<file path="src/rtl/vt_timer_pkg.sv">
package vt_timer_pkg;

   typedef enum logic [1:0] {
      SUB_STOP = 2'd0,
      SUB_GO   = 2'd1,
      SUB_NOP  = 2'd2,
      SUB_LOAD = 2'd3
   } vt_sub_e;

   typedef struct packed {
      logic stop;
      logic go;
      logic load;
   } vt_cmd_t;

endpackage

</file>
<file path="src/rtl/vt_wr_decode.sv">
module vt_wr_decode
   import vt_timer_pkg::*;
#(
   parameter int          ADDR_W  = 16,
   parameter int          WIN_W   = 4,
   parameter int unsigned WIN_VAL = 15
) (
   input  logic              wr_en,
   input  logic [ADDR_W-1:0] wr_addr,
   output vt_cmd_t           cmd
);

   logic    hit;
   vt_sub_e sub;

   initial begin
      assert (ADDR_W >= WIN_W + 2) else $error("address too narrow for window plus sub-address");
   end

   generate
      if (WIN_W == 0) begin : g_nowin
         assign hit = wr_en;
         logic unused_mid;
         assign unused_mid = ^wr_addr[ADDR_W-1:2];
      end else begin : g_win
         localparam logic [WIN_W-1:0] WIN_BITS = WIN_VAL[WIN_W-1:0];
         assign hit = wr_en && (wr_addr[ADDR_W-1 -: WIN_W] == WIN_BITS);
         if (ADDR_W > WIN_W + 2) begin : g_mid
            logic unused_mid;
            assign unused_mid = ^wr_addr[ADDR_W-WIN_W-1:2];
         end
      end
   endgenerate

   assign sub = vt_sub_e'(wr_addr[1:0]);

   always_comb begin
      cmd      = '0;
      cmd.stop = hit && (sub == SUB_STOP);
      cmd.go   = hit && (sub == SUB_GO);
      cmd.load = hit && (sub == SUB_LOAD);
   end

endmodule

</file>
<file path="src/rtl/vt_phase_cnt.sv">
module vt_phase_cnt #(
   parameter int LO_W    = 16,
   parameter int PHASE_W = 12
) (
   input  logic            clk,
   input  logic            rst_n,
   input  logic            zero,
   input  logic            step,
   output logic [LO_W-1:0] lo_q,
   output logic            mid_hit,
   output logic            low_half_next
);

   localparam logic [PHASE_W-1:0] MID = PHASE_W'(1) << (PHASE_W - 1);

   logic [LO_W-1:0]    lo_inc;
   logic [PHASE_W-1:0] ph_inc;

   initial begin
      assert (PHASE_W >= 2 && PHASE_W <= LO_W) else $error("phase field must fit the low counter");
   end

   assign lo_inc        = lo_q + LO_W'(1);
   assign ph_inc        = lo_inc[PHASE_W-1:0];
   assign mid_hit       = step && (ph_inc == MID);
   assign low_half_next = ph_inc < MID;

   always_ff @(posedge clk or negedge rst_n) begin
      if (!rst_n)    lo_q <= '0;
      else if (zero) lo_q <= '0;
      else if (step) lo_q <= lo_inc;
   end

   // one increment per enabled cycle
   a_r5_step: assert property (@(posedge clk) disable iff (!rst_n)
      (step && !zero) |=> (lo_q == $past(lo_q) + LO_W'(1)));

   // stop zeroes the low counter
   a_r2_lo_zero: assert property (@(posedge clk) disable iff (!rst_n)
      zero |=> (lo_q == '0));

endmodule

</file>
<file path="src/rtl/vt_hi_cnt.sv">
module vt_hi_cnt #(
   parameter int HI_W = 4
) (
   input  logic            clk,
   input  logic            rst_n,
   input  logic            load,
   input  logic [HI_W-1:0] load_val,
   input  logic            dec,
   output logic [HI_W-1:0] hi_q,
   output logic            zero_next
);

   logic [HI_W-1:0] hi_d;

   always_comb begin
      hi_d = hi_q;
      if (load)     hi_d = load_val;
      else if (dec) hi_d = hi_q - HI_W'(1);
   end

   assign zero_next = (hi_d == '0);

   always_ff @(posedge clk or negedge rst_n) begin
      if (!rst_n) hi_q <= '0;
      else        hi_q <= hi_d;
   end

   // load takes the supplied value
   a_r4_load: assert property (@(posedge clk) disable iff (!rst_n)
      load |=> (hi_q == $past(load_val)));

   // stepping down from zero wraps to all ones
   a_r9_wrap: assert property (@(posedge clk) disable iff (!rst_n)
      (!load && dec && hi_q == '0) |=> (hi_q == '1));

   // without load or decrement the counter holds
   a_r6_hold: assert property (@(posedge clk) disable iff (!rst_n)
      (!load && !dec) |=> $stable(hi_q));

endmodule

</file>
<file path="src/rtl/vt_irq_flag.sv">
module vt_irq_flag (
   input  logic clk,
   input  logic rst_n,
   input  logic clr,
   input  logic set,
   output logic irq_q
);

   always_ff @(posedge clk or negedge rst_n) begin
      if (!rst_n)   irq_q <= 1'b0;
      else if (clr) irq_q <= 1'b0;
      else if (set) irq_q <= 1'b1;
   end

   // sticky until cleared
   a_r7_sticky: assert property (@(posedge clk) disable iff (!rst_n)
      (irq_q && !clr) |=> irq_q);

   // clear lowers the request
   a_r2_irq_clear: assert property (@(posedge clk) disable iff (!rst_n)
      clr |=> !irq_q);

endmodule

</file>
<file path="src/rtl/vt_interval_timer.sv">
module vt_interval_timer
   import vt_timer_pkg::*;
#(
   parameter int          ADDR_W  = 16,
   parameter int          DATA_W  = 8,
   parameter int          WIN_W   = 4,
   parameter int unsigned WIN_VAL = 15,
   parameter int          LO_W    = 16,
   parameter int          PHASE_W = 12,
   parameter int          HI_W    = 4,
   parameter int          HI_LSB  = 4
) (
   input  logic              clk,
   input  logic              rst_n,
   input  logic              wr_en,
   input  logic [ADDR_W-1:0] wr_addr,
   input  logic [DATA_W-1:0] wr_data,
   output logic              irq
);

   localparam int HI_MSB = HI_LSB + HI_W - 1;

   vt_cmd_t         cmd;
   logic            run_q;
   logic            step;
   logic [LO_W-1:0] lo_q;
   logic            mid_hit;
   logic            low_half_next;
   logic [HI_W-1:0] hi_q;
   logic            hi_zero_next;
   logic            irq_set;
   logic            unused_data;

   initial begin
      assert (HI_W >= 1 && HI_MSB < DATA_W) else $error("high-counter field must fit the data bus");
   end

   generate
      if (DATA_W > HI_MSB + 1 && HI_LSB > 0) begin : g_dboth
         assign unused_data = ^{wr_data[DATA_W-1:HI_MSB+1], wr_data[HI_LSB-1:0]};
      end else if (DATA_W > HI_MSB + 1) begin : g_dtop
         assign unused_data = ^wr_data[DATA_W-1:HI_MSB+1];
      end else if (HI_LSB > 0) begin : g_dlow
         assign unused_data = ^wr_data[HI_LSB-1:0];
      end else begin : g_dnone
         assign unused_data = 1'b0;
      end
   endgenerate

   vt_wr_decode #(
      .ADDR_W (ADDR_W),
      .WIN_W  (WIN_W),
      .WIN_VAL(WIN_VAL)
   ) u_dec (
      .wr_en  (wr_en),
      .wr_addr(wr_addr),
      .cmd    (cmd)
   );

   always_ff @(posedge clk or negedge rst_n) begin
      if (!rst_n)        run_q <= 1'b0;
      else if (cmd.stop) run_q <= 1'b0;
      else if (cmd.go)   run_q <= 1'b1;
   end

   assign step = run_q && !cmd.stop;

   vt_phase_cnt #(
      .LO_W   (LO_W),
      .PHASE_W(PHASE_W)
   ) u_lo (
      .clk          (clk),
      .rst_n        (rst_n),
      .zero         (cmd.stop),
      .step         (step),
      .lo_q         (lo_q),
      .mid_hit      (mid_hit),
      .low_half_next(low_half_next)
   );

   vt_hi_cnt #(
      .HI_W(HI_W)
   ) u_hi (
      .clk      (clk),
      .rst_n    (rst_n),
      .load     (cmd.load),
      .load_val (wr_data[HI_MSB:HI_LSB]),
      .dec      (mid_hit),
      .hi_q     (hi_q),
      .zero_next(hi_zero_next)
   );

   assign irq_set = step && hi_zero_next && low_half_next;

   vt_irq_flag u_irq (
      .clk  (clk),
      .rst_n(rst_n),
      .clr  (cmd.stop),
      .set  (irq_set),
      .irq_q(irq)
   );

   // with no run and no write, counters hold
   a_r1_idle: assert property (@(posedge clk) disable iff (!rst_n)
      (!run_q && !wr_en) |=> ($stable(lo_q) && $stable(hi_q)));

   // a start write leaves the timer running
   a_r3_go: assert property (@(posedge clk) disable iff (!rst_n)
      (cmd.go && !cmd.stop) |=> run_q);

   // a stop write halts counting
   a_r2_halt: assert property (@(posedge clk) disable iff (!rst_n)
      cmd.stop |=> !run_q);

   // writes that decode to nothing leave all state alone
   a_r8_ignored: assert property (@(posedge clk) disable iff (!rst_n)
      (wr_en && !cmd.stop && !cmd.go && !cmd.load && !run_q) |=> ($stable(lo_q) && $stable(hi_q) && $stable(irq)));

   // the request only rises on a counted cycle
   a_r7_rise: assert property (@(posedge clk) disable iff (!rst_n)
      $rose(irq) |-> $past(run_q));

endmodule

</file>
<file path="config.mk">
export PLATFORM = sky130hd
export DESIGN_NAME = vt_interval_timer
export DESIGN_NICKNAME = d
export VERILOG_FILES = /design/src/rtl/vt_timer_pkg.sv /design/src/rtl/vt_wr_decode.sv /design/src/rtl/vt_phase_cnt.sv /design/src/rtl/vt_hi_cnt.sv /design/src/rtl/vt_irq_flag.sv /design/src/rtl/vt_interval_timer.sv
export SDC_FILE = /design/constraint.sdc
export NUM_CORES = 1
export LEC_CHECK = 0
export CORE_MARGIN = 1.5
export CORE_UTILIZATION = 53
export CTS_CLUSTER_SIZE = 25
export DETAILED_ROUTE_END_ITERATION = 8
export GPL_TIMING_DRIVEN = 0
export PLACE_DENSITY = 0.84
export SKIP_LAST_GASP = 1
export SLEW_MARGIN = 20
export SYNTH_ARGS = -nofsm -noshare
export SYNTH_HDL_FRONTEND = slang
export SYNTH_SLANG_ARGS = --single-unit
</file>
<file path="constraint.sdc">
create_clock -name clk -period 5.25 [get_ports clk]
set_clock_uncertainty 0.15 [all_clocks]
set_input_delay 0.525 -clock clk [delete_from_list [all_inputs] [get_ports clk]]
set_output_delay 0.525 -clock clk [all_outputs]
set_load 0.03 [all_outputs]
</file>
==> out/metrics.yaml <==
status:
  status: "finished, final reports clean"
layout:
  fin_nets: 174
  syn2layout_area_growth_pct: 15.4
  drive_gt1_share_pct: 13.4
  num-fill-cells: 176
  design_area_um2: 1400
  antenna_cells: 0
timing:
  setup_viol_count_final: 0
  hold_viol: 0
  fin_crit_ns: 2.64
  setup_tns_ns: 0
  tightest_slew_ns: 0.799
  post-route-period-util_pct: 50.3
  slew_violations: 0
  maxClockFrequency_mhz: 378
  slew_headroom_pct: 46.6
  rsz0062_at_grt: "false"
synth:
  synthesis.area_um2: 1210
  synth_top_area_share_pct: 37.1
  synthFlopType: "dfrtp_1"
  synth_fa_ha_area_share_pct: 3.09
  synth_compound_area_share_pct: 15.2
  synthTopCellsByArea: "dfrtp_1 37%, xor2_1 7.2%, nand2_1 4.0%"
  yosys_warnings: 0
  ys_types: 42
  ys_seq_area_share_pct: 37.1
  async_flop_share_pct: 100
  yosysMostFrequentCell: "dfrtp_1"
  synth-simple-area-share_pct: 25.8
  synth_xor_area_share_pct: 10.7
  ys_seq_elements: 18
  synth_nets: 156
  synthMuxAreaShare_pct: 1.75
  yosysTopAreaCell: "dfrtp_1"
  synth_top_family_by_area: "simple AND/OR/NAND/NOR gates"
  syn_area_per_cell_um2: 9.64
  synthTopCellsByCount: "18 x dfrtp_1, 13 x nand2_1, 12 x nor2_1"
  synth_edf_count: 0
  netlist_instances: 126
place:
  placed_area_um2: 1380
  portBuffers: 13
  hpwl_mm: 1.83
  gp_congestion: 0.764
die:
  die_h_um: 50.9
  core_um2: 2190
  die-area_um2: 2590
  ios: 28
  start_util_pct: 55.5
  die_x_um: 50.9
  rows: 17
worst_hold_path:
  holdPathStages: 2
  min_path_type: "reg2reg"
  worstHoldStart: "u_irq.irq_q"
  min_to: "u_irq.irq_q"
drt:
  dr.pass1.iters: 4
  wl_per_cell_um: 14.7
  drc: 0
  routed_via_density: 5.76
  drt_iter0_markers: 21
  antenna_left: 0
  wl_mm: 2.51
  via_count: 979
critical_path:
  end_kind: "flop"
  rrSetupSlack_ns: 2.63
  worst_path_max_delay_cell: "nor4_2"
  worstPathCellList: "clkdlybuf4s50_1, nand3_2, nor4_2, a211oi_4, nand4_1, xor2_1, o21ai_1, o41ai_2"
  slowest_delay_ns: 0.65
  critical_path_required_ns: 5.30
  critPathTopFamily: "simple AND/OR/NAND/NOR gates"
  reg2reg_to: "u_irq.irq_q"
  crit_fanout: 6
  r2r-start: "u_lo.lo_q[0]"
  critPathKind: "in2reg"
  critPathArrivalTime_ns: 2.69
  crit_buf_inv: 1
  startpoint_type: "primary input"
  r2r_cells: 8
cts:
  clkLatencyLatePin_ns: 0.29
  cts_resized: 0
  clkTransAtPathRegs_ns: 0.10
  postCtsSetupBuffers: 0
  tritoncts: "built"
  clockBufferDepth: 2
  cts_buffers: 3
  clockRootBuffer: "clkbuf_4"
  postCtsHoldBufs: 0
  cts.sinks: 18
  ctsHtreeMaxLevel: 1
global_route:
  grt_max_degree: 19
  grt_use_met2_pct: 36.0
  grt_pass1_wl_mm: 4.23
  gr-usage-met1_pct: 29.5
  antenna_found_initial: 0
  grt-busiest-layer: "met2"
  grt_remaining_overflow: 0
  grt_pass1_vias: 944
  track_usage_pct: 21.9
  grtUsageMet3_pct: 2.63
power:
  p_leak_nw: 0.593
  power_density_nw_per_um2: 406
  vdd_drop_max_mv: 0.308
flow_run:
  drv_cap: 0
-- cell usage in the layout, fill, tap and decap left out, types with 2 or more instances in the layout --
master,count
or3_1,2
clkbuf_4,3
dfrtp_1,18
and3_1,4
a21o_1,2
inv_1,5
ha_1,3
xor2_1,10
nand3_1,4
nor2_1,12
a21oi_1,2
nand3_2,2
nor3_1,5
buf_6,4
o21ai_1,4
nand4_1,5
o21ai_0,3
xnor2_1,3
clkbuf_1,2
clkdlybuf4s50_1,13
nand2_1,13
-- kinds of logic (layout without fill, tap and decap cells) --
| logic type | count (synthesis) | in the layout |
|---|---|---|
| compound gates | 21 | 21 |
| xor+xnor | 14 | 14 |
| fa+ha+maj | 3 | 3 |
| buf+inv | 12 | 28 |
| flops | 18 | 18 |
| mux | 2 | 2 |
| simple gates | 56 | 56 |
-- where the power goes --
part           switching (mW)  internal [mW]
combinational           0.144          0.128
clock                  0.0416         0.0267
sequential             0.0456          0.183
-- worst register-to-register path: cells and delay by family, from the launching register on --
kind            cells  cell delay, ns
compound gates      4            1.10
simple gates        2            0.36
flops               1            0.46
fa+ha+maj           1            0.29
xor+xnor            1            0.17
-- routing by layer --
metal,share of wire [%],vias to the layer above
met1,46,478
met4,1.8,0
met5,0,-
li1,-,481
met3,1.5,7
met2,51,13
-- worst max-delay path by stage --
stage | slack (ns) | depth (start not counted) | endpoint | startpoint
global route | 2.47 | 8 | u_irq.irq_q | u_lo.lo_q[0]
floorplan | 2.90 | 8 | u_irq.irq_q | u_lo.lo_q[0]
detailed placement | 2.30 | 8 | u_irq.irq_q | wr_addr[12]
global placement | 2.39 | 8 | u_irq.irq_q | wr_addr[12]
finish | 2.61 | 8 | u_irq.irq_q | wr_addr[12]
CTS | 2.59 | 8 | u_irq.irq_q | wr_addr[12]
-- registers in the layout, indices dropped and copies added, names as in the netlist --
name / count
u_lo.lo_q: 12
u_hi.hi_q: 4
u_irq.irq_q: 1
run_q: 1
-- per-stage QoR --
stage / total power, mW / util (%) / setup slack, ns / cells / hold WS, ns
detailed placement: 0.500 / 63.0 / 2.30 / 167 / 0.337
global route: 0.609 / 64.0 / 2.47 / 170 / 0.380
global placement: 0.486 / 63.0 / 2.39 / 167 / 0.323
finish: 0.569 / 64.0 / 2.61 / 170 / 0.359
CTS: 0.571 / 64.0 / 2.59 / 170 / 0.367
floorplan: 0.437 / - / 2.90 / 126 / 0.0794
-- area by class of cell --
cell class | instances | area [um2] | share of cell area (%)
Timing Repair Buffer | 13 | 130 | 9.28
Multi-Input combinational cell | 96 | 688 | 49.1
Clock buffer | 3 | 22.5 | 1.61
Buffer | 7 | 57.6 | 4.10
Sequential cell | 18 | 450 | 32.1
Tap cell | 28 | 35.0 | 2.50
Inverter | 5 | 18.8 | 1.34
No activity file was read; power rests on OpenSTA's default activity.
